**src/rtl/selfgate_charge_int.sv**
```systemverilog
`timescale 1ns/1ps
module selfgate_charge_int #(
  parameter int DW  = 12,
  parameter int DLW = 4,
  parameter int RLW = 3,
  parameter int WLW = 8,
  parameter int BLW = 3,
  parameter int TSW = 32
) (
  input  logic                         clk,
  input  logic                         rst_n,
  input  logic [DW-1:0]                samp_i,
  input  logic                         neg_pol_i,
  input  logic [DW:0]                  thr_i,
  input  logic [RLW-1:0]               rise_i,
  input  logic [DLW-1:0]               delay_i,
  input  logic [BLW-1:0]               base_log2_i,
  input  logic [WLW-1:0]               long_w_i,
  input  logic [WLW-1:0]               short_w_i,
  output logic                         evt_valid_o,
  output logic signed [DW+WLW+1:0]     evt_qlong_o,
  output logic signed [DW+WLW+1:0]     evt_qshort_o,
  output logic [TSW-1:0]               evt_time_o
);
  localparam int XW  = DW + 1;
  localparam int FW  = XW + 2;
  localparam int QW  = DW + WLW + 2;
  localparam int HD  = (1 << DLW) + (1 << RLW) + 1;
  localparam int HI  = $clog2(HD);
  localparam int BLM = (1 << BLW) - 1;
  localparam int SW  = XW + BLM;

  logic signed [XW-1:0] hist [HD];
  logic signed [XW-1:0] xin, dly, base;
  logic signed [FW-1:0] filt;
  logic signed [SW-1:0] bsum, bnext;
  logic [BLM-1:0]       bcnt, bmax;
  logic [HI-1:0]        ia, ib, id;
  logic signed [QW-1:0] term, acc_l, acc_s, nxt_l, nxt_s;
  logic [WLW-1:0]       k, kk, weff;
  logic [WLW:0]         kk1;
  logic                 open, trig, ingate, last, sen;
  logic [TSW-1:0]       tcount, tsh, tsnow;

  assign xin = neg_pol_i ? -$signed({1'b0, samp_i}) : $signed({1'b0, samp_i});

  always_ff @(posedge clk) begin
    if (!rst_n) begin
      for (int i = 0; i < HD; i++) hist[i] <= '0;
    end else begin
      hist[0] <= xin;
      for (int i = 1; i < HD; i++) hist[i] <= hist[i-1];
    end
  end

  assign ia   = HI'(rise_i) + HI'(1);
  assign ib   = ia + HI'(1);
  assign id   = HI'(delay_i);
  assign filt = FW'(hist[0]) + FW'(hist[1]) - FW'(hist[ia]) - FW'(hist[ib]);
  assign dly  = hist[id];

  assign trig   = !open && (filt > $signed({2'b00, thr_i}));
  assign ingate = open || trig;
  assign kk     = open ? k : '0;
  assign kk1    = {1'b0, kk} + 1'b1;
  assign weff   = (long_w_i == '0) ? WLW'(1) : long_w_i;
  assign last   = ingate && (kk1 >= {1'b0, weff});
  assign sen    = kk < short_w_i;
  assign term   = QW'(dly) - QW'(base);
  assign nxt_l  = (open ? acc_l : '0) + term;
  assign nxt_s  = (open ? acc_s : '0) + (sen ? term : '0);
  assign tsnow  = open ? tsh : tcount - TSW'(1);

  assign bmax  = ~(~BLM'(0) << base_log2_i);
  assign bnext = bsum + SW'(dly);

  always_ff @(posedge clk) begin
    if (!rst_n) begin
      base <= '0;
      bsum <= '0;
      bcnt <= '0;
    end else if (!ingate) begin
      if (bcnt == bmax) begin
        base <= XW'(bnext >>> base_log2_i);
        bsum <= '0;
        bcnt <= '0;
      end else begin
        bsum <= bnext;
        bcnt <= bcnt + 1'b1;
      end
    end
  end

  always_ff @(posedge clk) begin
    if (!rst_n) begin
      open         <= 1'b0;
      k            <= '0;
      acc_l        <= '0;
      acc_s        <= '0;
      tcount       <= '0;
      tsh          <= '0;
      evt_valid_o  <= 1'b0;
      evt_qlong_o  <= '0;
      evt_qshort_o <= '0;
      evt_time_o   <= '0;
    end else begin
      tcount      <= tcount + 1'b1;
      evt_valid_o <= 1'b0;
      if (trig) tsh <= tcount - TSW'(1);
      if (ingate) begin
        acc_l <= nxt_l;
        acc_s <= nxt_s;
        k     <= WLW'(kk1);
        open  <= !last;
        if (last) begin
          evt_qlong_o  <= nxt_l;
          evt_qshort_o <= nxt_s;
          evt_time_o   <= tsnow;
          evt_valid_o  <= 1'b1;
        end
      end
    end
  end

  a_r4_base_frozen: assert property (@(posedge clk) disable iff (!rst_n)
    ingate |=> ($stable(base) && $stable(bsum)));

  a_r5_stamp_held: assert property (@(posedge clk) disable iff (!rst_n)
    (open && !last) |=> $stable(tsh));

  a_r6_valid_after_gate: assert property (@(posedge clk) disable iff (!rst_n)
    evt_valid_o |-> $past(ingate));

  a_r2_open_bounded: assert property (@(posedge clk) disable iff (!rst_n)
    open |-> ({1'b0, k} < {1'b0, weff}));

  a_r6_outputs_held: assert property (@(posedge clk) disable iff (!rst_n)
    !(ingate && last) |=> ($stable(evt_qlong_o) && $stable(evt_time_o)));
endmodule

```
**config.mk**
```make
export PLATFORM = sky130hd
export DESIGN_NAME = selfgate_charge_int
export DESIGN_NICKNAME = d
export VERILOG_FILES = /design/src/rtl/selfgate_charge_int.sv
export SDC_FILE = /design/constraint.sdc
export NUM_CORES = 1
export LEC_CHECK = 0
export BUFFER_PORTS_ARGS = -buffer_cell sky130_fd_sc_hd__buf_2
export CAP_MARGIN = 20
export CELL_PAD_IN_SITES_DETAIL_PLACEMENT = 1
export CELL_PAD_IN_SITES_GLOBAL_PLACEMENT = 1
export CORE_ASPECT_RATIO = 0.75
export CORE_MARGIN = 5
export CORE_UTILIZATION = 40
export DETAILED_ROUTE_END_ITERATION = 10
export PLACE_DENSITY = 0.67
export SLEW_MARGIN = 0
export SYNTH_ARGS = -nofsm -noshare
export SYNTH_HDL_FRONTEND = slang
export SYNTH_SLANG_ARGS = --single-unit
```
**constraint.sdc**
```tcl
create_clock -name clk -period 9.75 [get_ports clk]
set_input_delay 0.975 -clock clk [delete_from_list [all_inputs] [get_ports clk]]
set_output_delay 0.975 -clock clk [all_outputs]
set_load 0.005 [all_outputs]
```
== Word-level counts from Yosys, hierarchy flattened ==
Memory sizes are Yosys's and may differ from the RTL's.
Index checks and enable logic that the tools add are counted.

* Bits in writable memories: 325
* Logic and storage cells: 107
* Input port bits: 54
* Register bits after elaboration: 234
* Memories: 1

{| class="wikitable"
|+ Memories
! memory !! depth !! bits a word !! read ports !! clocked after Yosys merged registers in !! write ports !! line !! source
|-
| hist || 25 || 13 || 27 || 0 || 25 || 33 || <nowiki>logic signed [XW-1:0] hist [HD];</nowiki>
|}

* Muxes and demuxes: 37
* Equal/unequal tests: 1
* Shifts and indexed selects: 2
* Magnitude comparators: 3
* Bitwise operators: 27
* Add/subtract/negate cells: 14
* Reduce and logical (&&, ||, !) cells: 9

{| class="wikitable"
|+ Operator list
! operator !! count
|-
| $mux 13 || 26
|-
| $mux 22 || 3
|-
| $add 22x22->22 || 2
|-
| $add 32x1->32 const B || 1
|-
| $mux 32 || 1
|-
| $sub 32x1->32 const B || 1
|-
| $or 1x1->1 || 25
|-
| $add 20x13->20 || 1
|-
| $mux 20 || 1
|-
| $sshr 20x3->13 || 1
|-
| $mux 8 || 2
|-
| $gt 15x14->1 || 1
|-
| $sub 14x13->15 || 1
|-
| $sub 15x13->15 || 1
|-
| $add 13x13->14 || 1
|-
| $sub 13x13->14 || 1
|-
| $neg 12->13 || 1
|-
| $add 8x1->9 const B || 1
|-
| $ge 9x8->1 || 1
|-
| $logic_not 8->1 || 1
|-
| $lt 8x8->1 || 1
|-
| $add 7x1->7 const B || 1
|-
| $eq 7x7->1 || 1
|-
| $mux 7 || 1
|-
| other kinds (10) || 16
|}

== Longest topological paths before layout ==
Gate-level depths: netlist of the first run.
An unclocked memory read counts as a cell.

* Word-level depth: 9
* Mapped depth: 36

== Worst setup path after synthesis of the first run ==
OpenSTA, ideal clock, no wires.

* Path type: input-to-reg
* From: input rise_i[0]
* To: register evt_qlong_o[20]
* Cell stages on the path: 35
* Arrival: 8.161 ns
* Slack: 1.455 ns
* Data required time: 9.616 ns
* Library setup time: 0.134 ns
* Cell sequence: clkbuf_1 clkinv_1 clkbuf_1 ha_1 clkbuf_1 buf_2 clkbuf_1 buf_2 buf_1 mux4_2 a21oi_1 fa_1 inv_1 fa_1 inv_1 ha_1 o21a_1 a21oi_1 a21o_1 inv_1 a21oi_1 o21bai_1 xor2_1 ha_1 nand2_1 o211ai_1 o311ai_0 a211oi_1 a31oi_2 o31a_2 or2_1 buf_4 buf_4 nand3_1 o311ai_1

* Longest elaborated chain between the ends: 9
* Elaborated cells between the ends (all ways): 10
* Classes of those cells: 4 x add/sub; 1 x order compare; 4 x reduce/logical; 1 x memory

{| class="wikitable"
|+ Ends and longest elaborated chain
! what !! line !! source
|-
| start: declaration || 15 || <nowiki>input logic [RLW-1:0] rise_i,</nowiki>
|-
| $add 3x1->4 (*) || 56 || <nowiki>assign ia = HI'(rise_i) + HI'(1);</nowiki>
|-
| $mem_v2 25x13 (*) || - ||
|-
| $sub 14x13->15 or $mem_v2 25x13 (tied branches) || - ||
|-
| $sub 15x13->15 (*) || 59 || <nowiki>assign filt = FW'(hist[0]) + FW'(hist[1]) - FW'(hist[ia]) - FW'(hist[ib]);</nowiki>
|-
| $gt 15x14->1 (*) || 62 || <nowiki>assign trig = !open && (filt > $signed({2'b00, thr_i}));</nowiki>
|-
| $logic_and 1x1->1 (*) || 62 ||
|-
| $logic_or 1x1->1 (*) || 63 || <nowiki>assign ingate = open || trig;</nowiki>
|-
| $logic_and 1x1->1 || 67 || <nowiki>assign last = ingate && (kk1 >= {1'b0, weff});</nowiki>
|-
| $reduce_and 2->1 (no source line) (*) || - ||
|-
| end signal: assignment || 116 || <nowiki>evt_qlong_o <= nxt_l;</nowiki>
|-
| end: declaration || 21 || <nowiki>output logic signed [DW+WLW+1:0] evt_qlong_o,</nowiki>
|}

Every way passes the cells marked *; elsewhere a longest branch is shown, timed or not.
A chain may end at the register's enable or synchronous reset.

== Final worst setup path of the first run ==
* From: input rise_i[0]
* To: register evt_time_o[27]

* Longest elaborated chain between the ends: 9
* Elaborated cells between the ends (all ways): 10
* Classes of those cells: 4 x add/sub; 1 x order compare; 4 x reduce/logical; 1 x memory

{| class="wikitable"
|+ Ends and longest elaborated chain
! what !! line !! source
|-
| $add 3x1->4 (*) || 56 ||
|-
| $mem_v2 25x13 (*) || - ||
|-
| $sub 14x13->15 or $mem_v2 25x13 (tied branches) || - ||
|-
| $sub 15x13->15 (*) || 59 ||
|-
| $gt 15x14->1 (*) || 62 ||
|-
| $logic_and 1x1->1 (*) || 62 ||
|-
| $logic_or 1x1->1 (*) || 63 ||
|-
| $logic_and 1x1->1 || 67 ||
|-
| $reduce_and 2->1 (no source line) (*) || - ||
|-
| end signal: assignment || 118 || <nowiki>evt_time_o <= tsnow;</nowiki>
|-
| end: declaration || 23 || <nowiki>output logic [TSW-1:0] evt_time_o</nowiki>
|}

Marks and branches as above.

==> results of run 1 <==
[through the flow]
step | worst slack [ns] | utilization (%)
5_1_grt | 0.701 | 45.0
6_report | 1.20 | 45.0
3_5_place_dp | 0.491 | 42.1
2_1_floorplan | 1.45 | -
4_1_cts | 1.23 | 45.0
3_3_place_gp | 0.879 | 42.1
[state kept, by name (all words and copies together) (netlist names)]
register	flops
acc_l	22
tcount	32
evt_qlong_o	22
hist	325
evt_time_o	32
base	13
evt_qshort_o	22
k	8
tsh	32
open	1
bsum	20
bcnt	7
acc_s	22
evt_valid_o	1
[worst register-to-register path, stage by stage, from the launching register on]
cell,delay (ns)
sky130_fd_sc_hd__dfxtp_1,0.34
sky130_fd_sc_hd__mux4_2,0.45
sky130_fd_sc_hd__and3_1,0.20
sky130_fd_sc_hd__a211oi_1,0.22
sky130_fd_sc_hd__a211oi_1,0.09
sky130_fd_sc_hd__a21oi_1,0.24
sky130_fd_sc_hd__fa_1,0.45
sky130_fd_sc_hd__inv_1,0.10
sky130_fd_sc_hd__fa_1,0.42
sky130_fd_sc_hd__inv_1,0.07
sky130_fd_sc_hd__ha_1,0.28
sky130_fd_sc_hd__nor2b_1,0.17
sky130_fd_sc_hd__o31a_1,0.31
sky130_fd_sc_hd__o2111ai_1,0.31
sky130_fd_sc_hd__nand2_1,0.14
sky130_fd_sc_hd__xor2_1,0.17
sky130_fd_sc_hd__ha_1,0.32
sky130_fd_sc_hd__a21oi_1,0.18
sky130_fd_sc_hd__o21ai_0,0.10
sky130_fd_sc_hd__o311ai_0,0.39
sky130_fd_sc_hd__a211oi_1,0.17
sky130_fd_sc_hd__a31oi_2,0.30
sky130_fd_sc_hd__o31a_2,0.24
sky130_fd_sc_hd__or2_2,0.55
sky130_fd_sc_hd__buf_4,0.41
sky130_fd_sc_hd__nand2_1,0.12
sky130_fd_sc_hd__a21boi_1,0.16
[power breakdown]
part,total [µW],internal [µW],switching (µW)
combinational,3160,1120,2040
clock,2440,1450,996
sequential,2510,2430,84.0
[layout make-up]
type                    instances  area (µm²)
inverters                     148         556
well taps                     979        1220
diodes                          1        2.50
flip-flops and latches        559       11200
multi-input cells            2259       17600
fillers                      8476       41200
clock buffers                  82        1720
clock inverters                31         413
repair buffers                165         988
[kinds of logic (layout without fill, tap and decap cells)]
kind of cell / after synthesis / after routing / share of synthesized area [%]
and+or+nand+nor: 1167 / 1167 / 20.0
AOI/OAI and AO/OA: 585 / 585 / 13.4
DFF: 559 / 559 / 37.2
buffers and inverters: 345 / 426 / 4.60
muxes: 203 / 203 / 13.4
adders and majority gates: 155 / 155 / 7.21
xor gates and xnor gates: 149 / 149 / 4.33
other: 0 / 1 / 0
[worst max path at each step]
stage | startpoint | to | slack [ns] | depth (start not counted)
2_1_floorplan | rise_i[0] | evt_qlong_o[20]$_SDFFE_PN0P_ | 1.45 | 35
3_3_place_gp | rise_i[0] | evt_qshort_o[16]$_SDFFE_PN0P_ | 0.88 | 30
3_5_place_dp | rise_i[0] | evt_qlong_o[18]$_SDFFE_PN0P_ | 0.49 | 30
4_1_cts | rise_i[0] | evt_time_o[27]$_SDFFE_PN0P_ | 1.23 | 30
5_1_grt | rise_i[0] | evt_time_o[27]$_SDFFE_PN0P_ | 0.70 | 30
6_report | rise_i[0] | evt_time_o[27]$_SDFFE_PN0P_ | 1.20 | 30
[per-layer routing]
layer	vias to the layer above	GRT usage, %	part of all wire [%]
met3	125	3.70	5.1
met2	443	34.6	46
met1	11600	29.0	47
met4	0	4.62	1.9
met5	-	0	0
li1	11000	-	-
[layout by cell type, fill, tap and decap left out, types with 37 or more instances in the layout]
cell type	Yosys	final
sky130_fd_sc_hd__a21oi_1	126	126
sky130_fd_sc_hd__nor2b_1	48	48
sky130_fd_sc_hd__xor2_1	39	38
sky130_fd_sc_hd__and2_1	412	412
sky130_fd_sc_hd__a21boi_1	66	66
sky130_fd_sc_hd__nor3_1	48	47
sky130_fd_sc_hd__ha_1	124	123
sky130_fd_sc_hd__nor2_1	100	100
sky130_fd_sc_hd__buf_2	33	128
sky130_fd_sc_hd__o211a_1	41	41
sky130_fd_sc_hd__a21boi_0	58	58
sky130_fd_sc_hd__nand2_1	378	378
sky130_fd_sc_hd__inv_1	147	147
sky130_fd_sc_hd__o21ai_0	86	86
sky130_fd_sc_hd__mux4_2	159	159
sky130_fd_sc_hd__mux2i_1	42	42
sky130_fd_sc_hd__nand3_1	58	58
sky130_fd_sc_hd__xnor2_1	110	109
sky130_fd_sc_hd__clkbuf_16	0	61
sky130_fd_sc_hd__a211oi_1	37	37
sky130_fd_sc_hd__dfxtp_1	559	558
==> summary.log, run 1 <==
INFO  floorplanning  initial_core_utilization=40.2%
INFO  setup_path     timing.critical_path.slowest_cell_delay=0.60ns
INFO  synth          ys_types=78
INFO  placement      rd_place_congestion=0.840
INFO  setup_path     critical_path_class=input port to flip-flop
INFO  setup_path     rr_worst_depth=26
INFO  clock_network  number_of_gates_given_a_new_drive_strength_after_cts=0
INFO  global_routing first_global_vias=24600
INFO  placement      place_area=31600µm²
INFO  synth          synth_sequential_area_ratio=37.2%
INFO  setup_path     arrival=9.12ns
INFO  floorplanning  die_area=80900µm²
INFO  hold_path      min_delay_endpoint=hist[20][0]$_SDFF_PN0_
INFO  setup_path     crit_path_max_fanout=35
INFO  pwr            ir_drop=0.000484V
INFO  synth          yosys_most_used_dff=sky130_fd_sc_hd__dfxtp_1
INFO  job            drv_cap=0
INFO  clock_network  tritoncts_buffer_count=60
INFO  timing         fin_worst_hold_slack=0.429ns
INFO  route          drtAntennaViolNets=0
INFO  floorplanning  placement_rows=87
INFO  timing         report.final.setup_viol=0
INFO  floorplanning  boundaryPins=131
INFO  outcome        outcome=finished clean
INFO  floorplanning  chipWidth=327µm
INFO  timing         skew=0.0270ns
INFO  final_layout   layout.cells.non_filler=4224
INFO  setup_path     cpLargestDelayFamily=adder cells
INFO  placement      detailedPlacementHpwl=60900µm
INFO  route          drc=0
INFO  setup_path     crit_path_end_kind=flip-flop
INFO  synth          post_syn_area=30100µm²
INFO  setup_path     slowest_stage=sky130_fd_sc_hd__ha_4
INFO  clock_network  clkSinkCount=559
INFO  synth          synth_seq_cells=559
INFO  clock_network  post_cts.repair.setup_buffers=0
INFO  timing         fin_setup_tns=0ns
INFO  placement      place.detailed.instances=4110
INFO  timing         relSlewSlack=27.0%
INFO  clock_network  insertion_delay=0.65ns
INFO  floorplanning  die_y=248µm
INFO  synth          synth_enable_flop_cells=0
INFO  final_layout   final_net_count=3402
INFO  synth          synth_area_leaders=sky130_fd_sc_hd__dfxtp_1 37%, sky130_fd_sc_hd__mux4_2 12%, sky130_fd_sc_hd__and2_1 8.6%, sky130_fd_sc_hd__ha_1 5.2%, sky130_fd_sc_hd__nand2_1 4.7%
INFO  route          drt_iter0_drc=1451
INFO  synth          synth_commonest_cells=559 x sky130_fd_sc_hd__dfxtp_1, 412 x sky130_fd_sc_hd__and2_1, 378 x sky130_fd_sc_hd__nand2_1, 159 x sky130_fd_sc_hd__mux4_2, 147 x sky130_fd_sc_hd__inv_1
INFO  timing         final_hold_viol_count=0
INFO  route          detailroute.via_count=23200
INFO  synth          mean_post_synth_cell_area=9.52µm²
INFO  final_layout   areaGrowthSynthToFinish=11.9%
INFO  hold_path      worst_min_path_class=flip-flop to flip-flop
INFO  setup_path     regToRegEndpoint=evt_time_o[27]$_SDFFE_PN0P_
INFO  pwr            power.density=241nW/µm²
INFO  timing         final-max-slew-violation-count=0
INFO  global_routing pin_count_of_the_biggest_net_entering_global_routing=273
INFO  clock_network  path_clk_slew=0.06ns
INFO  timing         max_slew.worst_pin.slew=1.10ns
INFO  route          dr.pass1.iters=5
INFO  floorplanning  core-area=74900µm²
INFO  setup_path     number_of_buffer_and_inverter_instances_along_the_worst_setup_path=6
INFO  timing         final_period_minus_worst_setup_slack=8.55ns
INFO  synth          synthDominantCellAreaShare=37.2%
INFO  timing         finalCritPeriodShare=87.7%
INFO  global_routing grt_pass1_wl=138000µm
INFO  synth          post-synth-top-area-cell=sky130_fd_sc_hd__dfxtp_1
INFO  route          totalWireLength=85900µm
INFO  route          post_drt_wl_per_cell=20.3µm
INFO  setup_path     worst-r2r-setup-slack=2.76ns
INFO  hold_path      worst_hold_path.num_cells=1
INFO  pwr            cellLeakagePower=0.0141µW
INFO  clock_network  clock_tree.root_cell=sky130_fd_sc_hd__clkbuf_16
INFO  global_routing grt_util_all_layers=20.9%
INFO  placement      buffer_ports.inserted=130
INFO  clock_network  clockBufferDepth=3
INFO  route          routed_via_density=5.49
INFO  synth          yosys_warnings=0
INFO  hold_path      hold_path_startpoint=hist[19][0]$_SDFF_PN0_
INFO  synth          synthMostInstantiatedCell=sky130_fd_sc_hd__dfxtp_1
INFO  synth          synth_nets=3372
INFO  clock_network  clock_tree.htree_level_count=2
INFO  global_routing antenna_found_initial=1
INFO  setup_path     cp.required=10.32ns
INFO  setup_path     worstReg2RegStart=hist[14][2]$_SDFF_PN0_
INFO  final_layout   final_area=33700µm²
INFO  global_routing globalRouteOverflowTotal=0
INFO  synth          synthCells=3163
INFO  synth          ys_async_sr_fraction=0%
INFO  clock_network  cts_tree=done
INFO  clock_network  cts_hold_repair.buffers=0
INFO  setup_path     cp-start-kind=input port
INFO  pwr            design_power_total=8110µW
INFO  timing         rsz_0062_raised_after_global_routing=no
INFO  final_layout   post_route_cells_drive_above_1_share=13.8%
INFO  timing         f_max=117MHz
Power figures use the tool's default switching activity.
==> run 2: changes to the inputs <==
--- a/config.mk
+++ b/config.mk
@@ -11,9 +11,10 @@
 export CELL_PAD_IN_SITES_GLOBAL_PLACEMENT = 1
 export CORE_ASPECT_RATIO = 0.75
 export CORE_MARGIN = 5
-export CORE_UTILIZATION = 40
+export CORE_UTILIZATION = 49
+export CTS_CLUSTER_DIAMETER = 80
 export DETAILED_ROUTE_END_ITERATION = 10
-export PLACE_DENSITY = 0.67
+export PLACE_DENSITY = 0.8
 export SLEW_MARGIN = 0
 export SYNTH_ARGS = -nofsm -noshare
 export SYNTH_HDL_FRONTEND = slang
==> run 2 against run 1 <==
Register-to-register slack worse by 0.28 ns. Non-clock buffer count grew 1. Wire length decreased by 0.23%. Fmax is 0.19% higher. Flip-flop and latch count unchanged. Sequential power barely moved. Combinational power is essentially flat. Via count is 2.3% higher. Critical path type unchanged. Clock skew fell by 0.00092 ns.
==> summary.log, run 2 (synthesis gave the netlist of run 1 again) <==
INFO  job            drv_cap=0
INFO  clock_network  number_of_gates_given_a_new_drive_strength_after_cts=0
INFO  setup_path     cpLargestDelayFamily=compound AO/OA/AOI/OAI gates
INFO  hold_path      min_delay_endpoint=hist[20][3]$_SDFF_PN0_
INFO  final_layout   postLayoutCoreUtil=54.8%
INFO  route          detailroute.via_count=23800
INFO  hold_path      worst_min_path_class=flip-flop to flip-flop
INFO  timing         relSlewSlack=27.5%
INFO  global_routing grt_pass1_wl=137000µm
INFO  timing         final-max-slew-violation-count=0
INFO  pwr            cellLeakagePower=0.0140µW
INFO  final_layout   layout.filler_cells=6848
INFO  timing         fin_setup_tns=0ns
INFO  clock_network  clock_tree.root_cell=sky130_fd_sc_hd__clkbuf_16
INFO  route          drt_iter0_drc=1646
INFO  placement      buffer_ports.inserted=130
INFO  clock_network  insertion_delay=0.65ns
INFO  clock_network  cts_tree=done
INFO  hold_path      hold_path_startpoint=hist[19][3]$_SDFF_PN0_
INFO  final_layout   final_net_count=3400
INFO  final_layout   layout.cells.most_common=sky130_fd_sc_hd__dfxtp_1
INFO  timing         max_slew.worst_pin.slew=1.09ns
INFO  setup_path     crit_path_end_kind=flip-flop
INFO  timing         final_hold_viol_count=0
INFO  clock_network  post_cts.repair.setup_buffers=0
INFO  setup_path     number_of_buffer_and_inverter_instances_along_the_worst_setup_path=7
INFO  global_routing first_global_vias=24900
INFO  floorplanning  placement_rows=78
INFO  setup_path     worst-r2r-setup-slack=2.48ns
INFO  route          totalWireLength=85700µm
INFO  setup_path     regToRegEndpoint=base[11]$_SDFFE_PN0P_
INFO  global_routing globalRouteOverflowTotal=0
INFO  outcome        outcome=finished clean
INFO  setup_path     arrival=9.10ns
INFO  pwr            ir_drop=0.000297V
INFO  clock_network  cts_hold_repair.buffers=0
INFO  final_layout   largest_reg_flops=325
INFO  global_routing grt_util_all_layers=25.2%
INFO  timing         rsz_0062_raised_after_global_routing=no
INFO  pwr            design_power_total=7930µW
INFO  pwr            power.density=239nW/µm²
INFO  global_routing antenna_found_initial=1
INFO  setup_path     cp.required=10.32ns
INFO  placement      rd_place_congestion=0.916
INFO  floorplanning  die_y=225µm
INFO  route          drc=0
INFO  final_layout   register_area=11200µm²
INFO  timing         finalCritPeriodShare=87.5%
INFO  hold_path      worst_hold_path.num_cells=1
INFO  timing         final_period_minus_worst_setup_slack=8.53ns
INFO  final_layout   post_route_cells_drive_above_1_share=13.6%
INFO  clock_network  clock_tree.htree_level_count=2
INFO  setup_path     rr_worst_depth=26
INFO  floorplanning  die_area=66600µm²
INFO  final_layout   multi_input_comb_area=17600µm²
INFO  timing         skew=0.0260ns
INFO  clock_network  clockBufferDepth=3
INFO  final_layout   layout.cells.most_common_list=558 x sky130_fd_sc_hd__dfxtp_1, 412 x sky130_fd_sc_hd__and2_1, 378 x sky130_fd_sc_hd__nand2_1
INFO  global_routing pin_count_of_the_biggest_net_entering_global_routing=246
INFO  route          dr.pass1.iters=5
INFO  route          post_drt_wl_per_cell=21.2µm
INFO  route          routed_via_density=5.89
INFO  setup_path     slowest_stage=sky130_fd_sc_hd__ha_4
INFO  floorplanning  core-area=60700µm²
INFO  setup_path     cp-start-kind=input port
INFO  setup_path     critical_path_class=input port to flip-flop
INFO  clock_network  clkSinkCount=559
INFO  floorplanning  initial_core_utilization=49.6%
INFO  setup_path     crit_path_max_fanout=64
INFO  setup_path     timing.critical_path.slowest_cell_delay=0.68ns
INFO  route          drtAntennaViolNets=0
INFO  placement      detailedPlacementHpwl=58900µm
INFO  clock_network  tritoncts_buffer_count=57
INFO  final_layout   regMostFlops=hist
INFO  final_layout   areaGrowthSynthToFinish=10.4%
INFO  setup_path     worstReg2RegStart=hist[13][2]$_SDFF_PN0_
INFO  floorplanning  chipWidth=296µm
INFO  timing         report.final.setup_viol=0
INFO  clock_network  path_clk_slew=0.06ns
INFO  timing         f_max=117MHz
INFO  setup_path     total_number_of_cells_along_the_worst_setup_path=31
INFO  floorplanning  boundaryPins=131
[run 2: routing by layer]
layer | track usage, % | wire length (µm) | vias to the layer above
met5 | 0 | 0 | -
met4 | 6.74 | 2050 | 0
met3 | 3.92 | 4630 | 156
met2 | 42.0 | 40900 | 657
met1 | 34.4 | 38100 | 11900
li1 | - | - | 11100
[run 2: worst max-delay path by stage]
stage	slack (ns)	start	end
after floorplan	1.45	rise_i[0]	evt_qlong_o[20]$_SDFFE_PN0P_
after global placement	1.11	rise_i[0]	base[11]$_SDFFE_PN0P_
after detailed placement	0.80	rise_i[0]	base[11]$_SDFFE_PN0P_
after CTS	1.31	rise_i[0]	base[11]$_SDFFE_PN0P_
after global routing	0.83	rise_i[0]	base[11]$_SDFFE_PN0P_
final	1.22	rise_i[0]	base[11]$_SDFFE_PN0P_
[run 2: report_power, final]
group	switching [µW]	internal (µW)	leakage [µW]
clock network	984	1230	0.000911
registers	104	2420	0.00452
logic	2060	1130	0.00853
total	3150	4790	0.0140
[run 2: worst register-to-register path: cells and delay by family (launching register included)]
| family | cells | cell delay, ns |
|---|---|---|
| AOI/OAI and AO/OA | 12 | 3.01 |
| adders and majority gates | 4 | 1.50 |
| and+or+nand+nor | 5 | 0.87 |
| buffers and inverters | 3 | 0.84 |
| muxes | 1 | 0.46 |
| DFF | 1 | 0.33 |
| xor gates and xnor gates | 1 | 0.18 |
[run 2: area by class of cell]
cell class | instances | area share (%)
antenna | 1 | 0.00753
clock buffer | 76 | 4.78
clock inverter | 27 | 0.896
inverter | 148 | 1.67
multi-input combinational | 2259 | 53.0
sequential | 559 | 33.7
tap | 800 | 3.01
timing repair buffer | 166 | 3.02
[run 2: through the flow]
| step | worst slack (ns) | std cells | instance area (µm²) | hold WS (ns) |
|---|---|---|---|---|
| detailed placement | 0.805 | 3931 | 31300 | 0.420 |
| finish | 1.22 | 4036 | 33200 | 0.430 |
| global placement | 1.11 | 3931 | 31300 | 0.413 |
| global route | 0.835 | 4035 | 33200 | 0.450 |
| CTS | 1.31 | 4034 | 33200 | 0.437 |
| floorplan | 1.45 | 3163 | 30100 | 0.412 |
==> run 3: changes to the inputs <==
--- a/config.mk
+++ b/config.mk
@@ -14,7 +14,7 @@
 export CORE_UTILIZATION = 49
 export CTS_CLUSTER_DIAMETER = 80
 export DETAILED_ROUTE_END_ITERATION = 10
-export PLACE_DENSITY = 0.8
+export PLACE_DENSITY_LB_ADDON = 0.1
 export SLEW_MARGIN = 0
 export SYNTH_ARGS = -nofsm -noshare
 export SYNTH_HDL_FRONTEND = slang
==> run 3 against run 2 <==
Count of clock-buffer cells in the layout down 5. Final area is 0.64% higher. Setup slack better by 0.063 ns. Highest routed layer is now met5.
==> summary.log, run 3 (synthesis gave the netlist of run 1 again) <==
INFO  final_layout   antenna_cells=0
INFO  route          dr.pass1.iters=6
INFO  clock_network  number_of_gates_given_a_new_drive_strength_after_cts=0
INFO  setup_path     cp-start-kind=input port
INFO  floorplanning  placement_rows=78
INFO  setup_path     cp_dominant_cell_by_count=sky130_fd_sc_hd__nand2_1
INFO  setup_path     crit_path_max_fanout=59
INFO  hold_path      hold_path_startpoint=hist[16][11]$_SDFF_PN0_
INFO  timing         final_period_minus_worst_setup_slack=8.47ns
INFO  timing         report.final.setup_viol=0
INFO  floorplanning  core-area=60700µm²
INFO  placement      place_area=31300µm²
INFO  final_layout   multi_input_comb_area=17600µm²
INFO  pwr            design_power_total=8140µW
INFO  route          drc=0
INFO  clock_network  path_clk_slew=0.07ns
INFO  global_routing grt_util_all_layers=25.3%
INFO  global_routing pin_count_of_the_biggest_net_entering_global_routing=163
INFO  final_layout   final_area=33500µm²
INFO  placement      buffer_ports.inserted=130
INFO  route          totalWireLength=85400µm
INFO  clock_network  clockBufferDepth=3
INFO  placement      detailedPlacementHpwl=59200µm
INFO  pwr            power.density=243nW/µm²
INFO  placement      rd_place_congestion=0.847
INFO  setup_path     cp.required=10.31ns
INFO  clock_network  post_cts.repair.setup_buffers=0
INFO  final_layout   regMostFlops=hist
INFO  setup_path     worst-r2r-setup-slack=2.53ns
INFO  setup_path     rr_worst_depth=26
INFO  timing         skew=0.0242ns
INFO  setup_path     arrival=9.03ns
INFO  route          routed_via_density=5.84
INFO  final_layout   layout.cells.most_common=sky130_fd_sc_hd__dfxtp_1
INFO  setup_path     crit_path_end_kind=flip-flop
INFO  global_routing antenna_found_initial=2
INFO  pwr            ir_drop=0.000232V
INFO  timing         finalCritPeriodShare=86.9%
INFO  outcome        outcome=finished clean
INFO  hold_path      min_delay_endpoint=hist[17][11]$_SDFF_PN0_
INFO  timing         f_max=118MHz
INFO  global_routing globalRouteOverflowTotal=0
INFO  timing         relSlewSlack=31.1%
INFO  pwr            cellLeakagePower=0.0141µW
INFO  placement      worst_setup_slack_after_placement=0.675ns
INFO  hold_path      worst_min_path_class=flip-flop to flip-flop
INFO  timing         final_hold_viol_count=0
INFO  setup_path     regToRegEndpoint=evt_time_o[22]$_SDFFE_PN0P_
INFO  route          drt_iter0_drc=1511
INFO  clock_network  tritoncts_buffer_count=57
INFO  setup_path     timing.critical_path.slowest_cell_delay=0.75ns
INFO  job            drv_cap=0
INFO  floorplanning  boundaryPins=131
INFO  clock_network  clock_tree.root_cell=sky130_fd_sc_hd__clkbuf_16
INFO  floorplanning  chipWidth=296µm
INFO  final_layout   final_net_count=3398
INFO  timing         fin_setup_tns=0ns
INFO  floorplanning  initial_core_utilization=49.6%
INFO  route          detailroute.via_count=23600
INFO  setup_path     critical_path_class=input port to flip-flop
INFO  final_layout   layout.filler_cells=6794
INFO  timing         rsz_0062_raised_after_global_routing=no
INFO  setup_path     worstReg2RegStart=hist[12][4]$_SDFF_PN0_
INFO  floorplanning  die_y=225µm
INFO  final_layout   layout.cells.most_common_list=558 x sky130_fd_sc_hd__dfxtp_1, 412 x sky130_fd_sc_hd__and2_1, 378 x sky130_fd_sc_hd__nand2_1
INFO  clock_network  cts_tree=done
INFO  hold_path      worst_hold_path.num_cells=1
INFO  final_layout   areaGrowthSynthToFinish=11.1%
INFO  global_routing grt_pass1_wl=137000µm
INFO  final_layout   register_area=11200µm²
INFO  timing         layout_setup_ws=1.28ns
INFO  route          drtAntennaViolNets=0
INFO  final_layout   post_route_cells_drive_above_1_share=13.9%
INFO  route          post_drt_wl_per_cell=21.1µm
INFO  clock_network  clkSinkCount=559
INFO  timing         max_slew.worst_pin.slew=1.03ns
INFO  global_routing first_global_vias=24800
INFO  clock_network  insertion_delay=0.63ns
INFO  timing         final-max-slew-violation-count=0
INFO  clock_network  cts_hold_repair.buffers=0
INFO  setup_path     slowest_stage=sky130_fd_sc_hd__or2_2
INFO  clock_network  clock_tree.htree_level_count=2
INFO  floorplanning  die_area=66600µm²
INFO  final_layout   largest_reg_flops=325
[run 3: cell count changes in the layout (fill, tap and decap cells not counted), sizes merged]
cell / change
bufinv: +8
clkinv: +7
clkbuf: -5
inv: -3
diode: -1
clkinvlp: -2
buf: -2
[run 3: final cells by class]
type                       instances  share of cell area, %
clock buffer                      71                   4.81
multi-input combinational       2259                   52.6
tap                              800                   2.99
sequential                       559                   33.5
clock inverter                    37                   1.57
inverter                         148                   1.66
timing repair buffer             164                   2.89
[run 3: routing by layer]
layer / vias up / GRT usage (%) / wire length [µm]
li1: 11000 / - / -
met1: 11800 / 36.4 / 40100
met2: 604 / 40.8 / 39000
met3: 130 / 3.79 / 4470
met4: 2 / 5.70 / 1720
met5: - / 0 / 13
[run 3: metrics by stage]
step                      utilization, %  hold WS (ns)  std cells
after floorplan                        -         0.412       3163
after global routing                55.1         0.440       4038
final                               55.1         0.427       4038
after CTS                           55.1         0.432       4036
after detailed placement            51.6         0.420       3928
after global placement              51.6         0.413       3928
[run 3: how the worst max path moves through the flow]
| stage | startpoint | endpoint | slack [ns] | cells past startpoint |
|---|---|---|---|---|
| floorplan | rise_i[0] | evt_qlong_o[20]$_SDFFE_PN0P_ | 1.45 | 35 |
| global placement | rise_i[0] | evt_qshort_o[7]$_SDFFE_PN0P_ | 0.95 | 30 |
| detailed placement | rise_i[0] | evt_time_o[22]$_SDFFE_PN0P_ | 0.68 | 30 |
| CTS | rise_i[0] | evt_time_o[15]$_SDFFE_PN0P_ | 1.29 | 30 |
| global route | rise_i[0] | evt_time_o[22]$_SDFFE_PN0P_ | 0.85 | 30 |
| finish | rise_i[0] | evt_time_o[22]$_SDFFE_PN0P_ | 1.28 | 29 |
[run 3: worst max-delay path: cells and delay by family]
family | cells | cell delay (ns)
mux | 1 | 0.13
simple gates | 8 | 2.54
fa+ha+maj | 4 | 1.58
buf+inv | 6 | 1.73
compound gates | 9 | 1.87
xor+xnor | 1 | 0.11
[run 3: power by group]
| group | switching [µW] | internal [µW] | leakage, µW |
|---|---|---|---|
| Sequential | 96.4 | 2420 | 0.00452 |
| Clock | 1000 | 1470 | 0.00105 |
| Combinational | 2040 | 1100 | 0.00851 |
| Total | 3140 | 5000 | 0.0141 |
